--- config.mk ---
export PLATFORM = sky130hd
export DESIGN_NAME = cvt_boot_seq
export DESIGN_NICKNAME = d
export VERILOG_FILES = /design/src/rtl/cvt_boot_pkg.sv /design/src/rtl/cvt_boot_rom.sv /design/src/rtl/cvt_boot_timer.sv /design/src/rtl/cvt_boot_seq.sv
export SDC_FILE = /design/constraint.sdc
export NUM_CORES = 1
export LEC_CHECK = 0
export ABC_CLOCK_PERIOD_IN_PS = 3750
export BUFFER_PORTS_ARGS = -buffer_cell sky130_fd_sc_hd__buf_2
export CAP_MARGIN = 0
export CORE_AREA = 10 10 78 107
export DETAILED_ROUTE_END_ITERATION = 8
export DIE_AREA = 0 0 88 117
export GPL_ROUTABILITY_DRIVEN = 0
export PLACE_DENSITY_LB_ADDON = 0.25
export SLEW_MARGIN = 40
export SYNTH_ARGS = -nofsm -noshare
export SYNTH_HDL_FRONTEND = slang
export SYNTH_HIERARCHICAL = 1
export SYNTH_SLANG_ARGS = --single-unit
--- constraint.sdc ---
create_clock -name clk -period 3.75 [get_ports clk]
set_clock_uncertainty 0.1 [all_clocks]
set_input_delay 0.375 -clock clk [delete_from_list [all_inputs] [get_ports clk]]
set_output_delay 0.375 -clock clk [all_outputs]
set_load 0.01 [all_outputs]
--- src/rtl/cvt_boot_pkg.sv ---
package cvt_boot_pkg;

    typedef enum logic [2:0] {
        ST_IDLE,
        ST_POWER,
        ST_PULSE,
        ST_SETTLE,
        ST_ISSUE,
        ST_PAUSE,
        ST_FINISH
    } boot_state_e;

    typedef enum logic {
        OP_WRITE = 1'b0,
        OP_PAUSE = 1'b1
    } step_op_e;

    typedef struct packed {
        step_op_e   op;
        logic [7:0] addr;
        logic [7:0] data;
    } step_t;

    localparam int BASE_STEPS  = 36;
    localparam int EXTRA_STEPS = 2;

    function automatic step_t mk_wr(input logic [7:0] a, input logic [7:0] d);
        step_t s;
        s.op   = OP_WRITE;
        s.addr = a;
        s.data = d;
        return s;
    endfunction

    function automatic step_t mk_pause();
        step_t s;
        s.op   = OP_PAUSE;
        s.addr = 8'h00;
        s.data = 8'h00;
        return s;
    endfunction

endpackage

--- src/rtl/cvt_boot_rom.sv ---
module cvt_boot_rom
    import cvt_boot_pkg::*;
#(
    parameter bit INTERLEAVE = 1'b0,
    parameter int IW         = 6
) (
    input  logic [IW-1:0] idx_i,
    output step_t         step_o
);

    function automatic step_t base_step(input int k);
        step_t s;
        case (k)
            0:  s = mk_wr(8'h00, 8'h81);
            1:  s = mk_wr(8'h11, 8'h00);
            2:  s = mk_wr(8'h12, 8'h01);
            3:  s = mk_wr(8'h13, 8'h00);
            4:  s = mk_wr(8'hAB, 8'h01);
            5:  s = mk_wr(8'hAC, 8'h01);
            6:  s = mk_wr(8'hAD, 8'h08);
            7:  s = mk_wr(8'hAE, 8'h08);
            8:  s = mk_wr(8'h64, 8'h02);
            9:  s = mk_wr(8'h11, 8'h00);
            10: s = mk_wr(8'h12, 8'h60);
            11: s = mk_wr(8'h13, 8'h00);
            12: s = mk_wr(8'h26, 8'h0F);
            13: s = mk_wr(8'h20, 8'h80);
            14: s = mk_wr(8'h11, 8'hFF);
            15: s = mk_wr(8'h12, 8'h00);
            16: s = mk_wr(8'h13, 8'h00);
            17: s = mk_wr(8'hD5, 8'h08);
            18: s = mk_pause();
            19: s = mk_wr(8'hD5, 8'h00);
            20: s = mk_wr(8'h2A, 8'h00);
            21: s = mk_wr(8'hCF, 8'h50);
            22: s = mk_wr(8'h11, 8'h00);
            23: s = mk_wr(8'h12, 8'h1E);
            24: s = mk_wr(8'h13, 8'h00);
            25: s = mk_wr(8'h2D, 8'h02);
            26: s = mk_wr(8'h11, 8'h00);
            27: s = mk_wr(8'h12, 8'h01);
            28: s = mk_wr(8'h13, 8'h00);
            29: s = mk_wr(8'h8C, 8'h02);
            30: s = mk_wr(8'hB7, 8'h01);
            31: s = mk_wr(8'hB7, 8'h00);
            32: s = mk_wr(8'h11, 8'h00);
            33: s = mk_wr(8'h12, 8'h00);
            34: s = mk_wr(8'h13, 8'h01);
            35: s = mk_wr(8'h6A, 8'h02);
            default: s = mk_wr(8'h6A, 8'h02);
        endcase
        return s;
    endfunction

    generate
        if (INTERLEAVE) begin : g_interleave
            always_comb begin
                int k;
                k = int'(idx_i);
                if (k < 4) begin
                    step_o = base_step(k);
                end else if (k == 4) begin
                    step_o = mk_wr(8'hA5, 8'h03);
                end else if (k == 5) begin
                    step_o = mk_wr(8'hA6, 8'h20);
                end else begin
                    step_o = base_step(k - EXTRA_STEPS);
                    if (step_o.addr == 8'hAB || step_o.addr == 8'hAC) begin
                        step_o.data = 8'h03;
                    end
                end
            end
        end else begin : g_bypass
            always_comb begin
                step_o = base_step(int'(idx_i));
            end
        end
    endgenerate

endmodule

--- src/rtl/cvt_boot_timer.sv ---
module cvt_boot_timer #(
    parameter int TW = 8
) (
    input  logic          clk,
    input  logic          rst_n,
    input  logic          load_i,
    input  logic [TW-1:0] value_i,
    output logic          expired_o
);

    logic [TW-1:0] cnt_q;

    always_ff @(posedge clk) begin
        if (!rst_n) begin
            cnt_q <= '0;
        end else if (load_i) begin
            cnt_q <= value_i;
        end else if (cnt_q != '0) begin
            cnt_q <= cnt_q - 1'b1;
        end
    end

    assign expired_o = (cnt_q == '0);

endmodule

--- src/rtl/cvt_boot_seq.sv ---
module cvt_boot_seq
    import cvt_boot_pkg::*;
#(
    parameter int CLK_HZ       = 125_000_000,
    parameter bit INTERLEAVE   = 1'b0,
    parameter int POR_CYC      = CLK_HZ / 1_000 + 1,
    parameter int RST_CYC      = CLK_HZ / 100_000_000 + 1,
    parameter int POST_RST_CYC = CLK_HZ / 10_000 + 1,
    parameter int CAL_CYC      = CLK_HZ / 500 + 1
) (
    input  logic       clk,
    input  logic       rst_n,
    input  logic       start_i,
    input  logic       wr_ack_i,
    output logic       busy_o,
    output logic       done_o,
    output logic       cvt_reset_o,
    output logic       spi_en_o,
    output logic       wr_req_o,
    output logic [7:0] wr_addr_o,
    output logic [7:0] wr_data_o
);

    localparam int SCRIPT_LEN = INTERLEAVE ? (BASE_STEPS + EXTRA_STEPS) : BASE_STEPS;
    localparam int IW         = $clog2(SCRIPT_LEN);
    localparam int MAX_A      = (POR_CYC > RST_CYC) ? POR_CYC : RST_CYC;
    localparam int MAX_B      = (POST_RST_CYC > CAL_CYC) ? POST_RST_CYC : CAL_CYC;
    localparam int MAX_WAIT   = (MAX_A > MAX_B) ? MAX_A : MAX_B;
    localparam int TW         = $clog2(MAX_WAIT + 1);

    localparam logic [TW-1:0] POR_LD  = TW'(POR_CYC - 1);
    localparam logic [TW-1:0] RST_LD  = TW'(RST_CYC - 1);
    localparam logic [TW-1:0] POST_LD = TW'(POST_RST_CYC - 1);
    localparam logic [TW-1:0] CAL_LD  = TW'(CAL_CYC - 1);
    localparam logic [IW-1:0] LAST_IDX = IW'(SCRIPT_LEN - 1);

    boot_state_e   state_q, state_d;
    logic [IW-1:0] idx_q;
    logic          idx_inc, idx_clr;
    logic          tmr_load, tmr_expired;
    logic [TW-1:0] tmr_value;
    step_t         step;
    logic          last_step;

    cvt_boot_rom #(
        .INTERLEAVE (INTERLEAVE),
        .IW         (IW)
    ) u_rom (
        .idx_i  (idx_q),
        .step_o (step)
    );

    cvt_boot_timer #(
        .TW (TW)
    ) u_timer (
        .clk       (clk),
        .rst_n     (rst_n),
        .load_i    (tmr_load),
        .value_i   (tmr_value),
        .expired_o (tmr_expired)
    );

    assign last_step = (idx_q == LAST_IDX);

    // state register
    always_ff @(posedge clk) begin
        if (!rst_n) begin
            state_q <= ST_IDLE;
        end else begin
            state_q <= state_d;
        end
    end

    // script pointer
    always_ff @(posedge clk) begin
        if (!rst_n) begin
            idx_q <= '0;
        end else if (idx_clr) begin
            idx_q <= '0;
        end else if (idx_inc) begin
            idx_q <= idx_q + 1'b1;
        end
    end

    // next state, timer loads and pointer moves
    always_comb begin
        state_d   = state_q;
        tmr_load  = 1'b0;
        tmr_value = '0;
        idx_inc   = 1'b0;
        idx_clr   = 1'b0;
        unique case (state_q)
            ST_IDLE, ST_FINISH: begin
                if (start_i) begin
                    state_d   = ST_POWER;
                    tmr_load  = 1'b1;
                    tmr_value = POR_LD;
                    idx_clr   = 1'b1;
                end
            end
            ST_POWER: begin
                if (tmr_expired) begin
                    state_d   = ST_PULSE;
                    tmr_load  = 1'b1;
                    tmr_value = RST_LD;
                end
            end
            ST_PULSE: begin
                if (tmr_expired) begin
                    state_d   = ST_SETTLE;
                    tmr_load  = 1'b1;
                    tmr_value = POST_LD;
                end
            end
            ST_SETTLE: begin
                if (tmr_expired) begin
                    state_d = ST_ISSUE;
                end
            end
            ST_ISSUE: begin
                if (step.op == OP_PAUSE) begin
                    state_d   = ST_PAUSE;
                    tmr_load  = 1'b1;
                    tmr_value = CAL_LD;
                    idx_inc   = 1'b1;
                end else if (wr_ack_i) begin
                    if (last_step) begin
                        state_d = ST_FINISH;
                    end else begin
                        idx_inc = 1'b1;
                    end
                end
            end
            ST_PAUSE: begin
                if (tmr_expired) begin
                    state_d = ST_ISSUE;
                end
            end
            default: begin
                state_d = ST_IDLE;
            end
        endcase
    end

    // outputs decoded from state
    always_comb begin
        busy_o      = (state_q != ST_IDLE) && (state_q != ST_FINISH);
        done_o      = (state_q == ST_FINISH);
        cvt_reset_o = (state_q == ST_PULSE);
        spi_en_o    = (state_q == ST_ISSUE) || (state_q == ST_PAUSE);
        wr_req_o    = (state_q == ST_ISSUE) && (step.op == OP_WRITE);
        wr_addr_o   = wr_req_o ? step.addr : 8'h00;
        wr_data_o   = wr_req_o ? step.data : 8'h00;
    end

endmodule

======== Word level (Yosys, flattened, before mapping) ========
Memory sizes are Yosys's and may differ from the RTL's. A register that Yosys moved wholly into a read port is not among the register bits.
Cells that the tools add are included.
Widths: inputs -> output; s select.
storage, ports and cells
  bits in registers ....................... 27
  latch bits .............................. 0
  memory bits (writable) .................. 0
  bits in read-only memories .............. 1,088
  input bits .............................. 4
  output and inout port bits .............. 21
  logic and storage cells ................. 63
  memories kept ........................... 1
memory list
  name             depth  width  read ports  clocked after memory_dff  wr ports  line                source
  (no name shown)  64     17     1           1                         0         cvt_boot_rom.sv:13  case (k)
cells by class
  add/subtract/negate cells ............... 2
  multipliers ............................. 0
  divide/modulo/power cells ............... 0
  magnitude comparators ................... 0
  equal/unequal tests ..................... 14
  shifts and indexed selects .............. 0
  multiplexer cells ....................... 28
  bitwise operators ....................... 2
  reduce and logical (&&, ||, !) cells .... 13
operators by type and width
  cell                   count
  $pmux 18 s4            1
  $mux 18                3
  $mux 3                 7
  $logic_not 18->1       1
  $reduce_bool 18->1     1
  $sub 18x1->18 const B  1
  $mux 17                1
  $mux 8                 2
  $pmux 3 s5             1
  $mux 14                1
  $mux 6                 2
  $eq 3x3->1 const B     3
  $mux 1                 9
  $ne 3x3->1 const B     3
  $reduce_or 2->1        4
  $add 6x1->6 const B    1
  $eq 3x2->1 const B     2
  $eq 6x6->1 const B     1
  $reduce_and 6->1       1
  $ne 2x1->1 const B     2
  $ne 2x2->1 const B     2
  $eq 3x1->1 const B     1
  $logic_not 3->1        1
  $pmux 1 s3             1
  other kinds (5)        7

======== Depth between registers and ports, before layout ========
Gate-level depths: netlist (run 1).
  depth in word-level cells ............... 7
  mapped depth ............................ 15
  gate-level depth less buffers ........... 13

======== Modules after synthesis ========
The synthesis (run 1) kept the hierarchy.
modules (own cells, without submodules)
  module          times used  cells an instance  area each (sq um)  seq. area each (sq um)
  cvt_boot_timer  1           122                970.9              360.3
  cvt_boot_rom    1           108                772.0              0.0
  cvt_boot_seq    1           95                 744.5              180.2

======== Worst setup path after synthesis (run 1) ========
OpenSTA, ideal clock, no wires.
  path kind ............................... register to register
  from .................................... reg u_timer.cnt_q[12]
  to ...................................... reg u_timer.cnt_q[12]
  setup time .............................. 131 ps
  arrival time ............................ 2,776 ps
  required time ........................... 3,519 ps
  path slack .............................. 743 ps
  stages on the path, launching flop included .. 14
  path buffers ............................ 2
  period minus slack after synthesis ...... 3,007 ps
  cell sequence ........................... dfxtp_1 -> or4_4 -> or3_4 -> or2_4 -> clkinv_2 -> nand2_1 -> o211a_1 -> a211oi_1 -> or2_2 -> buf_2 -> inv_1 -> clkbuf_1 -> o21ai_0 -> a21oi_1
on the way
  word-level cells in the longest chain between the ends .. 4
  elaborated cells between the ends (all ways) .. 10
  classes of those cells .................. 1 x add/sub; 6 x mux; 3 x reduce/logical
RTL lines
  item                                          line                                      source
  from (decl)                                   cvt_boot_timer.sv:11                      logic [TW-1:0] cnt_q;
  from (signal assigned)                        cvt_boot_timer.sv:17                      cnt_q <= value_i;
  from (signal assigned)                        cvt_boot_timer.sv:19                      cnt_q <= cnt_q - 1'b1;
  $logic_not 18->1 *                            cvt_boot_timer.sv:23                      assign expired_o = (cnt_q == '0);
  via tmr_expired                               cvt_boot_seq.sv:40                        logic tmr_load, tmr_expired;
  $mux 1 *                                      cvt_boot_seq.sv:102, cvt_boot_seq.sv:109
  $pmux 1 s3 *                                  cvt_boot_seq.sv:92                        unique case (state_q)
  via tmr_load                                  cvt_boot_seq.sv:40
  $mux 18 or $reduce_bool 2->1 (tied branches)  n/a
The timed path passes the listed nets; every way through them passes the cells marked *. The select of a mux whose other input is x is not followed.
A chain may end at the register's enable or synchronous reset.

======== Worst setup path after layout (run 1) ========
  from .................................... reg u_timer.cnt_q[0]
  to ...................................... reg u_timer.cnt_q[15]
Same word-level chain as after synthesis.

==> flow_summary_export.csv, run 1 <==
group,metric,value,unit
timing,setup_tns,0,ps
timing,timing.final.setup_violations,0,
place,post_dp_cell_area,2670,um2
logic_synthesis,synth_adder_area_share,6.04,%
detailed_routing,post_drt_wl_per_cell,15.8,um
detailed_routing,route.detailed.vias_per_inst,5.69,
logic_synthesis,syn_area,2490,um2
place,place.port_buffers,24,
worst_setup_path,cp-end-kind,"flip-flop",
detailed_routing,wl,6620,um
timing,max_freq,0.297,GHz
timing,worst-slew-pin-transition,565,ps
clock_network,numCtsBuffers,3,
final_layout,final_design_area_no_fill,2710,um2
power_and_ir_drop,peakVddDrop,0.000248,V
worst_setup_path,criticalPathCategory,"flip-flop to flip-flop",
logic_synthesis,synthDistinctLibCells,66,
min_path,hold_depth,3,
floorplanning,num_rows,35,
timing,timing.final.crit_period,3360,ps
power_and_ir_drop,leakage_dissipation,1.09,nW
floorplanning,fp.dieArea,10300,um2
logic_synthesis,synthesis.area_per_instance,7.65,um2
floorplanning,floorplan.initialDensity,38.6,%
timing,timing_hold_violations_final,0,
floorplanning,core_area,6440,um2
final_layout,drive_above_1_share,15.0,%
clock_network,clkLatencyLatePin,270,ps
min_path,holdCritPathClass,"primary input to flip-flop",
detailed_routing,drtAntennaViolNets,0,
worst_setup_path,worst-endpoint-arrival,3420,ps
logic_synthesis,combinational_family_with_the_most_area_after_synthesis,"simple AND/OR/NAND/NOR gates",
place,detailedPlacementHpwl,4840,um
floorplanning,chipWidth,88,um
logic_synthesis,sequential_to_total_area_share_from_yosys_stat,21.7,%
detailed_routing,first_iter_violations,103,
clock_network,post_cts_resize_count,0,
clock_network,h-tree-depth,1,
power_and_ir_drop,power.density_cell_area,361,nW/um2
detailed_routing,drt-pass1-iter-count,4,
global_route,grt_antenna_before_repair,0,
logic_synthesis,synthesized_flop_and_latch_total,27,
clock_network,cts_tree,"built",
logic_synthesis,synthesis.instances,325,
final_layout,most_frequent_cells_in_the_layout,"nand2_1 (30), dfxtp_1 (27), nor2_1 (25), buf_2 (24), o21ai_0 (23)",
clock_network,cts_hold_repair.buffers,0,
final_layout,antenna-diode-count,0,
worst_setup_path,worst-endpoint-required,3800,ps
timing,final-max-slew-violation-count,0,
worst_setup_path,worstPathMaxFanout,16,
timing,final.period_utilization,89.7,%
final_layout,nets,363,
clock_network,clk_pin_slew_worst_paths,90,ps
logic_synthesis,yosysWarningCount,6,
run,count_of_max_cap_constraint_violations,0,
floorplanning,io_pins,25,
global_route,pin_count_of_the_biggest_net_entering_global_routing,34,
global_route,grt.overflow.total,0,
timing,slew_headroom,62.2,%
logic_synthesis,synth_compound_gate_area_share,23.3,%
clock_network,clockBufferDepth,2,
logic_synthesis,synth_xor_xnor_area_share,4.93,%
global_route,track_usage,12.8,%
worst_setup_path,critical_path.startpoint_type,"flip-flop",
worst_setup_path,worst-r2r-cell-count,11,
clock_network,root_driver,"clkbuf_8",
final_layout,synthToLayoutAreaGrowth,8.95,%
clock_network,postCtsSetupRepairBufs,0,
global_route,global_route_wire_length_before_repair,10900,um
logic_synthesis,yosys-mux-area-fraction,3.42,%
outcome,run_status,"finished, final reports clean",
logic_synthesis,ys_async_sr_fraction,0,%
detailed_routing,route.vias.total,2389,
timing,rsz0062_at_grt,"false",
final_layout,layout_commonest_cell,"nand2_1",
detailed_routing,detail_route.drc_violations,0,
logic_synthesis,post_synth_edffs,0,
floorplanning,dieHeight,117,um
logic_synthesis,synthFlopType,"dfxtp_1",
logic_synthesis,yosys.area_share.simple,34.1,%
global_route,first_global_vias,2255,
clock_network,cts_num_sinks,27,
-- layer usage --
| metal | share of wire, % | track usage [%] | vias up | wire [um] |
|---|---|---|---|---|
| met3 | 4.4 | 1.66 | 9 | 292 |
| met5 | 0 | 0 | - | 0 |
| met1 | 41 | 13.6 | 1113 | 2680 |
| li1 | - | - | 1219 | - |
| met2 | 53 | 24.3 | 48 | 3510 |
| met4 | 2.0 | 5.44 | 0 | 132 |
-- where the power goes --
group          internal, mW  switching [mW]  total [mW]
clock network        0.0761          0.0893       0.165
registers             0.343          0.0720       0.415
logic                 0.174           0.225       0.399
total                 0.593           0.387       0.979
-- metrics by stage --
step | utilization (%) | cells | total power [mW] | setup slack [ps] | hold slack [ps]
global placement | 41.4 | 416 | 0.809 | 542 | 414
finish | 42.1 | 420 | 0.979 | 387 | 331
CTS | 42.1 | 420 | 0.981 | 438 | 323
detailed placement | 41.4 | 416 | 0.812 | 462 | 413
floorplan | - | 329 | 0.721 | 743 | 362
global route | 42.1 | 420 | 1.06 | 116 | 343
-- Yosys cell counts, types with 5 or more instances --
cell,n,area (um2)
ha_1,12,150
nand3_1,9,45.0
a32oi_1,5,43.8
nor4_1,5,31.3
nand2_1,30,113
a31oi_1,5,31.3
xnor2_1,10,87.6
o21ai_0,23,115
a21oi_1,10,50.1
nor2b_1,7,43.8
dfxtp_1,27,541
nor2_1,25,93.8
nor3_1,7,35.0
inv_1,14,52.6
and2_1,22,138
clkbuf_1,6,22.5
a21boi_0,5,37.5
nor3b_1,6,45.0
buf_2,7,35.0
nand4_1,8,50.1
-- area by class of cell --
type | count | area, um2
Fill cell | 667 | 3730
Sequential cell | 27 | 541
Tap cell | 74 | 92.6
Timing Repair Buffer | 30 | 165
Multi-Input combinational cell | 269 | 1810
Clock buffer | 4 | 45.0
Inverter | 16 | 61.3
-- final timing paths --
| check | slack (ps) | start | to |
|---|---|---|---|
| worst max-delay path | 390 | u_timer/cnt_q[0]$_SDFFE_PN0P_ | u_timer/cnt_q[15]$_SDFFE_PN0P_ |
| worst min-delay path | 330 | wr_ack_i | state_q[1]$_SDFFE_PN0P_ |
| worst max register to register | 390 | u_timer/cnt_q[0]$_SDFFE_PN0P_ | u_timer/cnt_q[15]$_SDFFE_PN0P_ |
| worst min register to register | 430 | u_timer/cnt_q[17]$_SDFFE_PN0P_ | u_timer/cnt_q[17]$_SDFFE_PN0P_ |
-- state kept, by name, summed over array words and instances, names as in the netlist --
name and count:
u_timer/cnt_q 18, idx_q 6, state_q 3
-- cells by family after synthesis --
kind of cell    count (synthesis)
mux                             7
flops                          27
fa+ha+maj                      12
simple gates                  149
other cells                     1
compound gates                 82
xor+xnor                       14
buf+inv                        33
-- worst max-delay path: stages, from the launching register on --
cell and delay [ps]:
dfxtp_1 350, inv_1 80, ha_1 220, nor4b_2 350, nand3_1 260, or2_4 350, clkinv_2 110, nor4bb_1 470
or2_2 310, inv_1 240, nand3_1 270, o21ai_0 130
No activity file was read; power rests on OpenSTA's default activity.
==> run 2, diff against run 1 <==
BUFFER_PORTS_ARGS = not set   (was -buffer_cell sky130_fd_sc_hd__buf_2)
CELL_PAD_IN_SITES_DETAIL_PLACEMENT = 1   (was not set)
CELL_PAD_IN_SITES_GLOBAL_PLACEMENT = 1   (was not set)
DONT_BUFFER_PORTS = 1   (was not set)
==> run 2 against run 1 <==
  * Clock-buffer cell count is the same
  * Clock power hardly changed
  * Global-route usage is 1.4 points higher
  * Critical path type unchanged
  * Critical endpoint is now u_timer/cnt_q[9]$_SDFFE_PN0P_
  * Largest power group unchanged
==> flow_summary_export.csv, run 2 (synthesis results as in run 1) <==
group,metric,value,unit
detailed_routing,post_drt_wl_per_cell,18.0,um
clock_network,post_cts_resize_count,0,
timing,timing_hold_violations_final,0,
power_and_ir_drop,power.combinational.fraction,40.5,%
floorplanning,core_area,6440,um2
detailed_routing,route.vias.total,2373,
global_route,track_usage,14.2,%
power_and_ir_drop,finalPower,0.982,mW
clock_network,cts_num_sinks,27,
clock_network,root_driver,"clkbuf_8",
power_and_ir_drop,power.density_cell_area,378,nW/um2
floorplanning,num_rows,35,
timing,final.period_utilization,93.8,%
floorplanning,chipWidth,88,um
worst_setup_path,critical_path.slowest_cell,"nor4bb_1",
final_layout,largest_register_ffs,18,
final_layout,reg_top3,"u_timer/cnt_q x18, idx_q x6, state_q x3",
global_route,grt_antenna_before_repair,0,
worst_setup_path,critical_path_depth,11,
power_and_ir_drop,switching_share,40.0,%
detailed_routing,drtAntennaViolNets,0,
clock_network,clockBufferDepth,2,
power_and_ir_drop,internal_power,0.589,mW
worst_setup_path,criticalPathCategory,"flip-flop to flip-flop",
detailed_routing,route.detailed.vias_per_inst,5.98,
global_route,first_global_vias,2473,
clock_network,postCtsSetupRepairBufs,0,
worst_setup_path,worst-endpoint-arrival,3570,ps
floorplanning,floorplan.initialDensity,38.6,%
worst_setup_path,setup.worst_path.end,"u_timer/cnt_q[9]$_SDFFE_PN0P_",
power_and_ir_drop,pwr-share-clk,16.9,%
final_layout,multi_input_area,1810,um2
final_layout,antenna-diode-count,0,
worst_setup_path,crit_family,"simple AND/OR/NAND/NOR gates",
worst_setup_path,worst-r2r-cell-count,11,
power_and_ir_drop,seq_power_share,42.6,%
clock_network,numCtsBuffers,3,
final_layout,nFillCells,806,
power_and_ir_drop,peakVddDrop,0.000343,V
clock_network,h-tree-depth,1,
timing,rsz0062_at_grt,"false",
global_route,grt.overflow.total,0,
final_layout,drive_above_1_share,8.98,%
final_layout,layout_commonest_cell,"nand2_1",
clock_network,cts_hold_repair.buffers,0,
final_layout,area.sequential,541,um2
floorplanning,fp.dieArea,10300,um2
timing,setup_tns,0,ps
power_and_ir_drop,switchingPower,0.393,mW
floorplanning,dieHeight,117,um
worst_setup_path,setup.worst_path.start,"u_timer/cnt_q[0]$_SDFFE_PN0P_",
run,count_of_max_cap_constraint_violations,0,
floorplanning,io_pins,25,
place,detailedPlacementHpwl,5390,um
detailed_routing,detail_route.drc_violations,0,
worst_setup_path,timing.critical_path.cells,"inv_1 > ha_1 > nor4b_2 > nand3_1 > or2_4 > clkinv_2 > nor4bb_1 > or2_2 > inv_1 > nand3_1 > o21ai_0",
final_layout,registers.top_by_ff_count,"u_timer/cnt_q",
clock_network,cts_tree,"built",
timing,worst-slew-pin-transition,527,ps
timing,final-max-slew-violation-count,0,
power_and_ir_drop,leakage_dissipation,0.971,nW
detailed_routing,wl,7160,um
place,place.port_buffers,0,
min_path,holdCritPathClass,"primary input to flip-flop",
worst_setup_path,worst-path-buf-inv,3,
timing,slew_headroom,64.4,%
worst_setup_path,worst-endpoint-required,3800,ps
global_route,global_route_wire_length_before_repair,12100,um
worst_setup_path,rr_endpoint,"u_timer/cnt_q[9]$_SDFFE_PN0P_",
worst_setup_path,delay_of_the_slowest_cell_on_the_worst_path,520,ps
timing,max_freq,0.284,GHz
worst_setup_path,worstPathMaxFanout,16,
worst_setup_path,critical_path.startpoint_type,"flip-flop",
worst_setup_path,cp-end-kind,"flip-flop",
final_layout,most_frequent_cells_in_the_layout,"nand2_1 (30), dfxtp_1 (27), nor2_1 (25), o21ai_0 (23), and2_1 (22)",
detailed_routing,drt-pass1-iter-count,4,
worst_setup_path,ff2ff_setup_slack,230,ps
worst_setup_path,crit-reg2reg-launch,"u_timer/cnt_q[0]$_SDFFE_PN0P_",
final_layout,nets,340,
timing,timing.final.crit_period,3520,ps
detailed_routing,first_iter_violations,56,
global_route,pin_count_of_the_biggest_net_entering_global_routing,34,
outcome,run_status,"finished, final reports clean",
timing,timing.final.setup_violations,0,
clock_network,clkLatencyLatePin,280,ps
final_layout,synthToLayoutAreaGrowth,4.43,%
clock_network,clk_pin_slew_worst_paths,90,ps
run 2: changes by cell type in the layout (fill, tap and decap cells not counted), sizes merged:
cell | previous run | this run
buf | 30 | 7
run 2: per-stage QoR:
step	setup slack [ps]	hold slack, ps	utilization [%]	instance area [um2]	cells
after floorplan	743	362	-	2500	329
after global placement	485	398	39.7	2550	393
after detailed placement	353	400	39.7	2550	393
after CTS	311	105	40.3	2600	397
after global routing	8.83	106	40.3	2600	397
final	232	112	40.3	2600	397
run 2: worst reg2reg max path: cells and delay by family, from the launching register on:
kind	cells	cell delay (ps)
simple gates	6	2120
compound gates	1	140
fa+ha+maj	1	230
flops	1	350
buf+inv	3	470
run 2: cell type report:
type                    count  share of cell area (%)
repair buffers              7                    2.02
well taps                  74                    3.56
multi-input cells         269                    69.5
inverters                  16                    2.36
clock buffers               4                    1.73
flip-flops and latches     27                    20.8
run 2: power groups by stage:
stage / clock network [mW] / logic (mW) / registers, mW
after floorplan: 0 / 0.327 / 0.394
after global placement: 0 / 0.391 / 0.419
after detailed placement: 0 / 0.393 / 0.423
after CTS: 0.176 / 0.397 / 0.417
after global routing: 0.185 / 0.450 / 0.427
final: 0.166 / 0.398 / 0.419
run 2: worst min path at each step:
stage | to | slack (ps) | from | cells after the start
after floorplan | u_timer/cnt_q[17]$_SDFFE_PN0P_ | 360 | u_timer/cnt_q[17]$_SDFFE_PN0P_ | 1
after global placement | state_q[0]$_SDFFE_PN0P_ | 400 | rst_n | 1
after detailed placement | state_q[0]$_SDFFE_PN0P_ | 400 | rst_n | 1
after CTS | state_q[0]$_SDFFE_PN0P_ | 110 | rst_n | 1
after global routing | state_q[0]$_SDFFE_PN0P_ | 110 | rst_n | 1
final | state_q[0]$_SDFFE_PN0P_ | 110 | rst_n | 1
run 2: layer usage:
layer / GRT usage [%] / vias up / part of all wire, %
met5: 0 / - / 0
met4: 4.37 / 0 / 2.4
met2: 27.5 / 37 / 54
met1: 15.2 / 1153 / 40
met3: 1.73 / 14 / 3.0
li1: - / 1169 / -
==> run 3, diff against run 2 <==
ABC_CLOCK_PERIOD_IN_PS = 3190   (was 3750)
clock period = 3.19 ns   (was 3.75 ns; I/O delays follow)
==> run 3 against run 2 <==
  * Register-to-register slack worse by 60 ps
  * Final area up 3.0%
  * Worst hold slack worse by 58 ps
  * Combinational power rose by 31%
  * Critical path type unchanged
  * Largest power group is now combinational logic
==> flow_summary_export.csv, run 3 (synthesis results as in run 1) <==
group,metric,value,unit
timing,timing_hold_violations_final,0,
final_layout,stdcell_count,405,
final_layout,fin_util,41.6,%
floorplanning,num_rows,35,
worst_setup_path,worst-endpoint-arrival,3080,ps
worst_setup_path,cp-end-kind,"flip-flop",
power_and_ir_drop,leakage_dissipation,1.01,nW
worst_setup_path,critical_path.slowest_cell,"or4_4",
detailed_routing,drtAntennaViolNets,0,
clock_network,cts_num_sinks,27,
clock_network,cts_tree,"built",
global_route,global_route.usage.met1,15.1,%
worst_setup_path,worst_path_most_repeated_cell,"or2_4",
timing,worst-slew-pin-transition,580,ps
min_path,worstHoldStart,"rst_n",
timing,hold_ws,54.0,ps
place,detailedPlacementHpwl,5700,um
clock_network,numCtsBuffers,3,
detailed_routing,route.detailed.vias_per_inst,5.95,
final_layout,area.sequential,541,um2
floorplanning,fp.dieArea,10300,um2
worst_setup_path,criticalPathCategory,"flip-flop to flip-flop",
worst_setup_path,setup.worst_path.end,"u_timer/cnt_q[6]$_SDFFE_PN0P_",
global_route,grt_antenna_before_repair,0,
final_layout,multi_input_area,1820,um2
outcome,run_status,"finished, final reports clean",
final_layout,largest_register_ffs,18,
power_and_ir_drop,power.combinational.fraction,43.0,%
place,post_dp_cell_area,2590,um2
min_path,holdCritPathClass,"primary input to flip-flop",
final_layout,layout_commonest_cell,"nand2_1",
worst_setup_path,ff2ff_setup_slack,170,ps
worst_setup_path,worst-r2r-cell-count,10,
timing,slew_headroom,61.2,%
global_route,grt_util_met2,28.3,%
final_layout,antenna-diode-count,0,
timing,final.period_utilization,94.7,%
final_layout,drive_above_1_share,12.7,%
clock_network,clk_pin_slew_worst_paths,100,ps
floorplanning,dieHeight,117,um
run,count_of_max_cap_constraint_violations,0,
global_route,global_route_wire_length_before_repair,12200,um
timing,timing.final.crit_period,3020,ps
detailed_routing,detail_route.drc_violations,0,
power_and_ir_drop,pwr-share-clk,16.9,%
worst_setup_path,critical_path_depth,10,
worst_setup_path,crit-reg2reg-launch,"u_timer/cnt_q[12]$_SDFFE_PN0P_",
clock_network,clkLatencyLatePin,280,ps
clock_network,root_driver,"clkbuf_8",
worst_setup_path,rr_endpoint,"u_timer/cnt_q[6]$_SDFFE_PN0P_",
final_layout,registers.top_by_ff_count,"u_timer/cnt_q",
global_route,pin_count_of_the_biggest_net_entering_global_routing,34,
global_route,grt.overflow.total,0,
power_and_ir_drop,switching_share,39.9,%
detailed_routing,first_iter_violations,45,
power_and_ir_drop,peakVddDrop,0.000341,V
worst_setup_path,worstPathMaxFanout,9,
power_and_ir_drop,seq_power_share,40.2,%
worst_setup_path,timing.critical_path.cells,"or4_4 > or3_4 > or2_4 > clkinv_2 > nor4bb_1 > or2_4 > clkinvlp_4 > buf_4 > o21ai_0 > a31oi_1",
final_layout,synthToLayoutAreaGrowth,7.55,%
final_layout,nets,348,
worst_setup_path,worst-path-buf-inv,3,
detailed_routing,drt-pass1-iter-count,4,
final_layout,reg_top3,"u_timer/cnt_q x18, idx_q x6, state_q x3",
worst_setup_path,crit_family,"simple AND/OR/NAND/NOR gates",
power_and_ir_drop,switchingPower,0.484,mW
global_route,grtUsageMet3,1.80,%
floorplanning,chipWidth,88,um
final_layout,most_frequent_cells_in_the_layout,"nand2_1 (30), dfxtp_1 (27), nor2_1 (25), o21ai_0 (22), and2_1 (21)",
detailed_routing,wl,7430,um
final_layout,nFillCells,801,
final_layout,final_design_area_no_fill,2680,um2
global_route,gr-max-usage-layer,"met2",
worst_setup_path,critical_path.startpoint_type,"flip-flop",
place,place.port_buffers,0,
detailed_routing,route.vias.total,2410,
timing,max_freq,0.331,GHz
global_route,first_global_vias,2435,
clock_network,h-tree-depth,1,
power_and_ir_drop,internal_power,0.730,mW
floorplanning,core_area,6440,um2
floorplanning,io_pins,25,
place,dp.cells,398,
timing,final-max-slew-violation-count,0,
worst_setup_path,delay_of_the_slowest_cell_on_the_worst_path,560,ps
floorplanning,floorplan.initialDensity,38.6,%
global_route,track_usage,14.6,%
worst_setup_path,setup.worst_path.start,"u_timer/cnt_q[12]$_SDFFE_PN0P_",
worst_setup_path,worst-endpoint-required,3250,ps
clock_network,clockBufferDepth,2,
timing,timing.final.setup_violations,0,
detailed_routing,post_drt_wl_per_cell,18.3,um
power_and_ir_drop,power.density_cell_area,454,nW/um2
[run 3: cell types whose count changed in the layout (fill, tap and decap cells not counted), sizes merged]
cell,before,now
buf,7,15
clkinvlp,0,1
clkinv,1,2
inv,15,14
clkbuf,4,3
[run 3: final cells by class]
cell class / instances / area share (%)
tap: 74 / 3.46
timing repair buffer: 15 / 4.12
clock buffer: 3 / 1.54
clock inverter: 1 / 0.187
multi-input combinational: 269 / 68.1
sequential: 27 / 20.2
inverter: 16 / 2.43
[run 3: metrics by stage]
stage | TNS, ps | setup slack (ps) | total power, mW
4_1_cts | 0 | 32.1 | 1.21
5_1_grt | -6.79 | -6.79 | 1.31
3_5_place_dp | 0 | 41.9 | 0.997
6_report | 0 | 170 | 1.21
3_3_place_gp | 0 | 153 | 0.981
2_1_floorplan | 0 | 183 | 0.848
[run 3: power by group through the flow]
stage	logic, mW	registers, mW	clock network (mW)
after global placement	0.489	0.492	0
after detailed placement	0.502	0.495	0
after global routing	0.592	0.501	0.217
after CTS	0.507	0.487	0.212
after floorplan	0.384	0.464	0
final	0.522	0.488	0.205
[run 3: per-layer routing]
layer	up-vias	part of all wire [%]	routed length [um]
met2	36	56	4160
met4	0	2.3	173
li1	1187	-	-
met1	1177	38	2860
met3	10	3.1	231
met5	-	0	0
[run 3: how the worst min path moves through the flow]
stage	to	depth (start not counted)	slack (ps)
after global routing	u_timer/cnt_q[3]$_SDFFE_PN0P_	1	50
after global placement	u_timer/cnt_q[3]$_SDFFE_PN0P_	1	350
after floorplan	state_q[0]$_SDFFE_PN0P_	1	340
after detailed placement	u_timer/cnt_q[3]$_SDFFE_PN0P_	1	350
final	u_timer/cnt_q[3]$_SDFFE_PN0P_	1	50
after CTS	u_timer/cnt_q[3]$_SDFFE_PN0P_	1	50
[run 3: repair_timing]
action	4_1_cts	5_1_grt
setup endpoints to repair	0	16
setup buffers	0	3
gates resized for setup	0	7
hold buffers	0	0
